===== src/rtl/sb_pkg.sv =====
package sb_pkg;
    localparam int CAUSE_W = 5;
    localparam logic [CAUSE_W-1:0] CAUSE_XLAT_MISS = 5'b10010;
    localparam logic [CAUSE_W-1:0] CAUSE_STORAGE   = 5'b10000;

    typedef struct packed {
        logic               um;
        logic               vm;
        logic               ums;
        logic               vms;
        logic [CAUSE_W-1:0] cause;
        logic               store;
        logic               zone;
    } mstat_t;
endpackage


===== src/rtl/sb_agen.sv =====
module sb_agen #(
    parameter int DW    = 32,
    parameter int IMM_W = 16
) (
    input  logic [DW-1:0]       base_val,
    input  logic [IMM_W-1:0]    imm_val,
    input  logic                pfx_valid,
    input  logic [DW-IMM_W-1:0] pfx_hi,
    output logic [DW-1:0]       ea
);
    localparam int PFX_W = DW - IMM_W;

    logic [DW-1:0] imm_ext;

    always_comb begin
        if (pfx_valid) begin
            imm_ext = {pfx_hi, imm_val};
        end else begin
            imm_ext = {{PFX_W{imm_val[IMM_W-1]}}, imm_val};
        end
        ea = base_val + imm_ext;
    end
endmodule


===== src/rtl/sb_fault.sv =====
module sb_fault
    import sb_pkg::*;
#(
    parameter int LANES = 4,
    parameter int LB    = 2
) (
    input  logic             valid,
    input  logic [LB-1:0]    lane,
    input  logic             miss,
    input  logic             prot,
    input  logic             noacc,
    input  mstat_t           stat_q,
    output logic             wr_v,
    output logic [LANES-1:0] be,
    output logic             exc_v,
    output mstat_t           stat_d
);
    always_comb begin
        stat_d = stat_q;
        wr_v   = 1'b0;
        exc_v  = 1'b0;
        if (valid) begin
            if (stat_q.vm && miss) begin
                exc_v        = 1'b1;
                stat_d.cause = CAUSE_XLAT_MISS;
                stat_d.store = 1'b1;
            end else if (stat_q.vm && prot) begin
                exc_v        = 1'b1;
                stat_d.cause = CAUSE_STORAGE;
                stat_d.store = 1'b1;
                stat_d.zone  = noacc & stat_q.um;
            end else begin
                wr_v = 1'b1;
            end
            if (exc_v) begin
                stat_d.ums = stat_q.um;
                stat_d.vms = stat_q.vm;
                stat_d.um  = 1'b0;
                stat_d.vm  = 1'b0;
            end
        end
    end

    always_comb begin
        for (int i = 0; i < LANES; i++) begin
            be[i] = (lane == LB'(LANES - 1 - i));
        end
    end
endmodule


===== src/rtl/sb_exec.sv =====
module sb_exec
    import sb_pkg::*;
#(
    parameter int DW       = 32,
    parameter int IMM_W    = 16,
    parameter int AREA_OPT = 0
) (
    input  logic                clk,
    input  logic                rst_n,
    input  logic                op_valid,
    input  logic [DW-1:0]       base_val,
    input  logic [IMM_W-1:0]    imm_val,
    input  logic                pfx_valid,
    input  logic [DW-IMM_W-1:0] pfx_hi,
    input  logic [DW-1:0]       src_val,
    input  logic                xlat_miss,
    input  logic                prot_fault,
    input  logic                prot_noacc,
    input  logic                mode_load,
    input  logic                mode_um_in,
    input  logic                mode_vm_in,
    output logic                wr_valid,
    output logic [DW-1:0]       wr_addr,
    output logic [DW-1:0]       wr_data,
    output logic [DW/8-1:0]     wr_be,
    output logic                exc_valid,
    output logic [CAUSE_W-1:0]  exc_cause,
    output logic                esr_store,
    output logic                esr_zone,
    output logic                msr_um,
    output logic                msr_vm,
    output logic                msr_ums,
    output logic                msr_vms
);
    localparam int LANES = DW / 8;
    localparam int LB    = $clog2(LANES);

    typedef struct packed {
        logic          v;
        logic [DW-1:0] addr;
        logic [7:0]    b;
        logic          miss;
        logic          prot;
        logic          noacc;
    } stage_t;

    typedef struct packed {
        logic             wr_v;
        logic [DW-1:0]    addr;
        logic [DW-1:0]    data;
        logic [LANES-1:0] be;
        logic             exc_v;
        mstat_t           st;
    } state_t;

    logic [DW-1:0]    ea;
    stage_t           stg_d;
    stage_t           stg_use;
    state_t           reg_d;
    state_t           reg_q;
    logic             f_wr;
    logic             f_exc;
    logic [LANES-1:0] f_be;
    mstat_t           f_stat;
    logic             unused_src;

    assign unused_src = ^src_val[DW-1:8];

    sb_agen #(.DW(DW), .IMM_W(IMM_W)) u_agen (
        .base_val (base_val),
        .imm_val  (imm_val),
        .pfx_valid(pfx_valid),
        .pfx_hi   (pfx_hi),
        .ea       (ea)
    );

    always_comb begin
        stg_d.v     = op_valid;
        stg_d.addr  = ea;
        stg_d.b     = src_val[7:0];
        stg_d.miss  = xlat_miss;
        stg_d.prot  = prot_fault;
        stg_d.noacc = prot_noacc;
    end

    generate
        if (AREA_OPT == 1) begin : g_two_cycle
            stage_t stg_q;
            always_ff @(posedge clk or negedge rst_n) begin
                if (!rst_n) begin
                    stg_q <= '0;
                end else begin
                    stg_q <= stg_d;
                end
            end
            assign stg_use = stg_q;
        end else begin : g_one_cycle
            assign stg_use = stg_d;
        end
    endgenerate

    sb_fault #(.LANES(LANES), .LB(LB)) u_fault (
        .valid (stg_use.v),
        .lane  (stg_use.addr[LB-1:0]),
        .miss  (stg_use.miss),
        .prot  (stg_use.prot),
        .noacc (stg_use.noacc),
        .stat_q(reg_q.st),
        .wr_v  (f_wr),
        .be    (f_be),
        .exc_v (f_exc),
        .stat_d(f_stat)
    );

    always_comb begin
        reg_d       = reg_q;
        reg_d.wr_v  = f_wr;
        reg_d.exc_v = f_exc;
        reg_d.st    = f_stat;
        if (f_wr) begin
            reg_d.addr = stg_use.addr;
            reg_d.data = {LANES{stg_use.b}};
            reg_d.be   = f_be;
        end
        if (!f_exc && mode_load) begin
            reg_d.st.um = mode_um_in;
            reg_d.st.vm = mode_vm_in;
        end
    end

    always_ff @(posedge clk or negedge rst_n) begin
        if (!rst_n) begin
            reg_q <= '0;
        end else begin
            reg_q <= reg_d;
        end
    end

    assign wr_valid  = reg_q.wr_v;
    assign wr_addr   = reg_q.addr;
    assign wr_data   = reg_q.data;
    assign wr_be     = reg_q.be;
    assign exc_valid = reg_q.exc_v;
    assign exc_cause = reg_q.st.cause;
    assign esr_store = reg_q.st.store;
    assign esr_zone  = reg_q.st.zone;
    assign msr_um    = reg_q.st.um;
    assign msr_vm    = reg_q.st.vm;
    assign msr_ums   = reg_q.st.ums;
    assign msr_vms   = reg_q.st.vms;
endmodule


===== config.mk =====
export PLATFORM = sky130hd
export DESIGN_NAME = sb_exec
export DESIGN_NICKNAME = d
export VERILOG_FILES = /design/src/rtl/sb_pkg.sv /design/src/rtl/sb_agen.sv /design/src/rtl/sb_fault.sv /design/src/rtl/sb_exec.sv
export SDC_FILE = /design/constraint.sdc
export NUM_CORES = 1
export LEC_CHECK = 0
export BUFFER_PORTS_ARGS = -buffer_cell sky130_fd_sc_hd__buf_2
export CAP_MARGIN = 0
export CORE_MARGIN = 1.5
export CORE_UTILIZATION = 49
export CTS_CLUSTER_SIZE = 20
export DETAILED_ROUTE_END_ITERATION = 12
export PLACE_DENSITY = 0.82
export SYNTH_ARGS = -nofsm -noshare
export SYNTH_HDL_FRONTEND = slang
export SYNTH_HIERARCHICAL = 1
export SYNTH_SLANG_ARGS = --single-unit

===== constraint.sdc =====
create_clock -name clk -period 1.8 [get_ports clk]
set_input_delay 0.09 -clock clk [delete_from_list [all_inputs] [get_ports clk]]
set_output_delay 0.09 -clock clk [all_outputs]
set_load 0.02 [all_outputs]

==> run_summary.xml <==
<?xml version="1.0" encoding="UTF-8"?>
<metrics>
  <group name="run_status">
    <metric name="run_status" unit="">finished with violations</metric>
    <metric name="failed_checks" unit="">negative setup slack</metric>
  </group>
  <group name="global_routing">
    <metric name="antenna_found_initial" unit="">0</metric>
    <metric name="gr-usage-met2" unit="%">46.4</metric>
    <metric name="global_route.usage.total" unit="%">25.5</metric>
    <metric name="grtUsageMet3" unit="%">4.91</metric>
    <metric name="global_route.peak_usage_layer" unit="">met2</metric>
    <metric name="largest_net_degree_at_the_start_of_global_routing" unit="">32</metric>
    <metric name="grtUsageMet1" unit="%">29.4</metric>
    <metric name="globalRouteOverflowTotal" unit="">0</metric>
    <metric name="grt_first_pass_wirelength" unit="um">19500</metric>
    <metric name="grt_pass1_vias" unit="">4223</metric>
  </group>
  <group name="logic_synthesis">
    <metric name="synth_top_family_by_area" unit="">multiplexers</metric>
    <metric name="synth_edf_count" unit="">0</metric>
    <metric name="synth.top_cells.by_area" unit="">dfrtp_1, mux2_4, ha_1, nand2_1, xnor2_1</metric>
    <metric name="synth.ff_latch_count" unit="">57</metric>
    <metric name="syn_inst" unit="">421</metric>
    <metric name="synthesis.area" unit="um^2">4330</metric>
    <metric name="yosys-mux-area-fraction" unit="%">16.2</metric>
    <metric name="postSynth.topFlopCell" unit="">dfrtp_1</metric>
    <metric name="post_synth.cell_area_avg" unit="um^2">10.3</metric>
    <metric name="synth_cell_types" unit="">55</metric>
    <metric name="post_synth_xor_area_fraction" unit="%">5.46</metric>
    <metric name="synth-adder-area-share" unit="%">9.42</metric>
    <metric name="yosysTopAreaCell" unit="">dfrtp_1</metric>
    <metric name="synth_fp_nets" unit="">559</metric>
    <metric name="synthesis.yosys.warnings" unit="">6</metric>
    <metric name="yosys.cell_count.top_type" unit="">dfrtp_1</metric>
    <metric name="synth_compound_area_share" unit="%">15.0</metric>
    <metric name="synth_simple_gate_area_share" unit="%">12.7</metric>
    <metric name="synth_top_cells_by_count" unit="">dfrtp_1, nand2_1, mux2_4</metric>
    <metric name="async_s_r_ff_share_synth" unit="%">100</metric>
    <metric name="synth.yosys.seq_area_share" unit="%">32.9</metric>
    <metric name="yosys.area.top_type_share" unit="%">32.9</metric>
  </group>
  <group name="worst_setup_path">
    <metric name="crit_arrival" unit="ns">2.41</metric>
    <metric name="setup.reg_to_reg.worst_slack" unit="ns">0.31</metric>
    <metric name="critical_path_peak_fanout" unit="">4</metric>
    <metric name="launching_point_of_the_worst_reg2reg_path" unit="">msr_vm</metric>
    <metric name="worst_path_dominant_cell_family" unit="">compound AO/OA/AOI/OAI gates</metric>
    <metric name="crit_path_cell_trace" unit="">buf_6 &gt; ha_4 &gt; fa_2 &gt; a21oi_2 &gt; o211ai_1 &gt; a311o_1 &gt; a21boi_4 &gt; o21ai_2 &gt; a311oi_2 &gt; nor3_1 &gt; mux2_4</metric>
    <metric name="reg2regPathDepth" unit="">4</metric>
    <metric name="worst-path-buf-inv" unit="">1</metric>
    <metric name="critical_path.startpoint_type" unit="">input port</metric>
    <metric name="critical_path.endpoint_type" unit="">flip-flop</metric>
    <metric name="critical_path.reg2reg.endpoint" unit="">wr_be[3]</metric>
    <metric name="worst-setup-path-type" unit="">input port to flip-flop</metric>
    <metric name="critPathMaxStageDelay" unit="ns">0.38</metric>
    <metric name="critical_path_required" unit="ns">2.01</metric>
    <metric name="critical_path.slowest_cell" unit="">fa_2</metric>
  </group>
  <group name="place">
    <metric name="dp_hpwl" unit="um">8670</metric>
    <metric name="placedCellCount" unit="">730</metric>
    <metric name="io_buffers" unit="">162</metric>
    <metric name="gpl.final_weighted_congestion" unit="">0.891</metric>
    <metric name="placedInstanceArea" unit="um^2">5750</metric>
  </group>
  <group name="power_and_ir_drop">
    <metric name="p_per_area" unit="nW/um^2">954</metric>
    <metric name="power_switching_share" unit="%">39.5</metric>
    <metric name="power.switching" unit="W">0.00247</metric>
    <metric name="vdd.ir_drop.worst" unit="mV">0.391</metric>
    <metric name="cell_internal_pwr" unit="W">0.00378</metric>
    <metric name="clock_power_share" unit="%">17.1</metric>
    <metric name="sequential_share_of_power" unit="%">30.4</metric>
    <metric name="pwr-share-comb" unit="%">52.5</metric>
    <metric name="power_leakage" unit="nW">3.23</metric>
  </group>
  <group name="timing">
    <metric name="fin_skew" unit="ns">0.00696</metric>
    <metric name="hold_violations" unit="">0</metric>
    <metric name="setup_ws" unit="ns">-0.395</metric>
    <metric name="max_clock_freq" unit="GHz">0.456</metric>
    <metric name="setup_viol" unit="">19</metric>
    <metric name="tightest_slew" unit="ns">0.643</metric>
    <metric name="grt_setup_unrepaired" unit="">yes</metric>
    <metric name="maxSlewHeadroom" unit="%">57.1</metric>
    <metric name="min_period" unit="ns">2.19</metric>
    <metric name="fin_crit_sh" unit="%">122</metric>
    <metric name="finalMaxSlewViolations" unit="">0</metric>
  </group>
  <group name="clock_network">
    <metric name="clkLatencyLatePin" unit="ns">0.33</metric>
    <metric name="tritoncts" unit="">done</metric>
    <metric name="clock_tree.buffer_depth" unit="">2</metric>
    <metric name="clk_pin_slew_worst_paths" unit="ns">0.07</metric>
    <metric name="htree_levels" unit="">3</metric>
    <metric name="tritoncts_buffer_count" unit="">9</metric>
    <metric name="root_buffer" unit="">clkbuf_8</metric>
    <metric name="clock_sinks" unit="">57</metric>
  </group>
  <group name="route">
    <metric name="postRouteWirelength" unit="um">12600</metric>
    <metric name="drt_drc_violations_left" unit="">0</metric>
    <metric name="avgRoutedWirePerCell" unit="um">16.3</metric>
    <metric name="route.detailed.vias_per_inst" unit="">5.29</metric>
    <metric name="drt_iter0_markers" unit="">111</metric>
    <metric name="dr_total_vias" unit="">4086</metric>
    <metric name="drt_pre_antenna_iters" unit="">4</metric>
    <metric name="antenna_violating_nets_post_route" unit="">0</metric>
  </group>
  <group name="hold_path">
    <metric name="worst_hold_path.num_cells" unit="">2</metric>
    <metric name="hp-class" unit="">input port to flip-flop</metric>
    <metric name="holdPathEnd" unit="">exc_cause[1]</metric>
    <metric name="hp-start" unit="">xlat_miss</metric>
  </group>
  <group name="final_layout">
    <metric name="layout.cell_area.non_filler" unit="um^2">6550</metric>
    <metric name="finish.net_count" unit="">798</metric>
    <metric name="diodes" unit="">0</metric>
    <metric name="layoutNonFillerInstCount" unit="">773</metric>
    <metric name="area_delta_synth_final" unit="%">51.1</metric>
    <metric name="drive_above_1_share" unit="%">57.7</metric>
  </group>
  <group name="die">
    <metric name="std_cell_core_area" unit="um^2">8640</metric>
    <metric name="fp.dieW" unit="um">97.0</metric>
    <metric name="die-height" unit="um">97.0</metric>
    <metric name="top_level_ports" unit="">187</metric>
    <metric name="starting_density_of_the_core" unit="%">50.2</metric>
    <metric name="rows" unit="">34</metric>
    <metric name="fp.dieArea" unit="um^2">9410</metric>
  </group>
  <group name="flow_run">
    <metric name="max_cap_violations" unit="">0</metric>
  </group>
</metrics>
-- how the worst max path moves through the flow --
stage | from | end | slack [ns] | cells past startpoint
CTS | imm_val[0] | wr_addr[30] | -0.35 | 11
floorplan | pfx_valid | wr_addr[27] | -0.62 | 13
global placement | base_val[0] | wr_addr[30] | -0.76 | 11
global route | imm_val[0] | wr_addr[18] | -0.46 | 11
finish | imm_val[0] | wr_addr[18] | -0.39 | 11
detailed placement | base_val[0] | wr_addr[30] | -0.83 | 11
-- state kept, by name, indices dropped and copies added, names as in the netlist, 4 cells and up --
signal	count
exc_cause	5
wr_addr	32
wr_be	4
wr_data	8
-- per-stage QoR --
| step | total power [W] | hold WS (ns) | utilization (%) | TNS (ns) | setup slack (ns) |
|---|---|---|---|---|---|
| after global routing | 0.00658 | 0.0904 | 75.8 | -5.51 | -0.462 |
| after global placement | 0.00481 | 0.130 | 66.6 | -11.29 | -0.763 |
| after floorplan | 0.00398 | -0.206 | - | -7.00 | -0.617 |
| after detailed placement | 0.00490 | 0.140 | 66.6 | -12.48 | -0.828 |
| after CTS | 0.00612 | 0.102 | 72.9 | -3.60 | -0.355 |
| final | 0.00625 | 0.105 | 75.8 | -4.74 | -0.395 |
-- layout by cell type, fill, tap and decap left out, drive strengths merged, types with 11 or more instances in the layout --
master	count
o21ai	19
a21oi	32
dlygate4sd3	12
ha	31
dfrtp	57
nand2	53
buf	258
nor2	11
mux2	47
clkbuf	11
xnor2	21
-- power groups by stage --
stage	clock network (W)	logic, W	registers [W]
floorplan	0	0.00164	0.00234
global placement	0	0.00292	0.00189
detailed placement	0	0.00299	0.00191
CTS	0.00109	0.00313	0.00190
global route	0.00116	0.00347	0.00195
finish	0.00107	0.00328	0.00190
-- cell families after synthesis --
logic type / after synthesis
AOI/OAI and AO/OA: 92
xor gates and xnor gates: 27
adders and majority gates: 32
buffers and inverters: 50
DFF: 57
muxes: 49
and+or+nand+nor: 114
-- per-layer routing --
metal,part of all wire [%],vias up
li1,-,1950
met1,40,1945
met5,0,-
met2,53,160
met3,4.6,31
met4,2.3,0
-- area by class of cell --
class | count | area, um^2
clock buffers | 11 | 141
clock inverters | 5 | 31.3
fillers | 591 | 2090
inverters | 8 | 30.0
multi-input cells | 314 | 3010
flip-flops and latches | 57 | 1430
well taps | 108 | 135
repair buffers | 270 | 1770
-- timing repair --
item,4_1_cts,5_1_grt
pin swaps,37,31
hold buffers,12,0
hold endpoints to repair,37,0
resized for setup,33,33
setup endpoints to repair,19,19
setup buffers,10,7
cloned,0,0
Power figures use the tool's default switching activity.
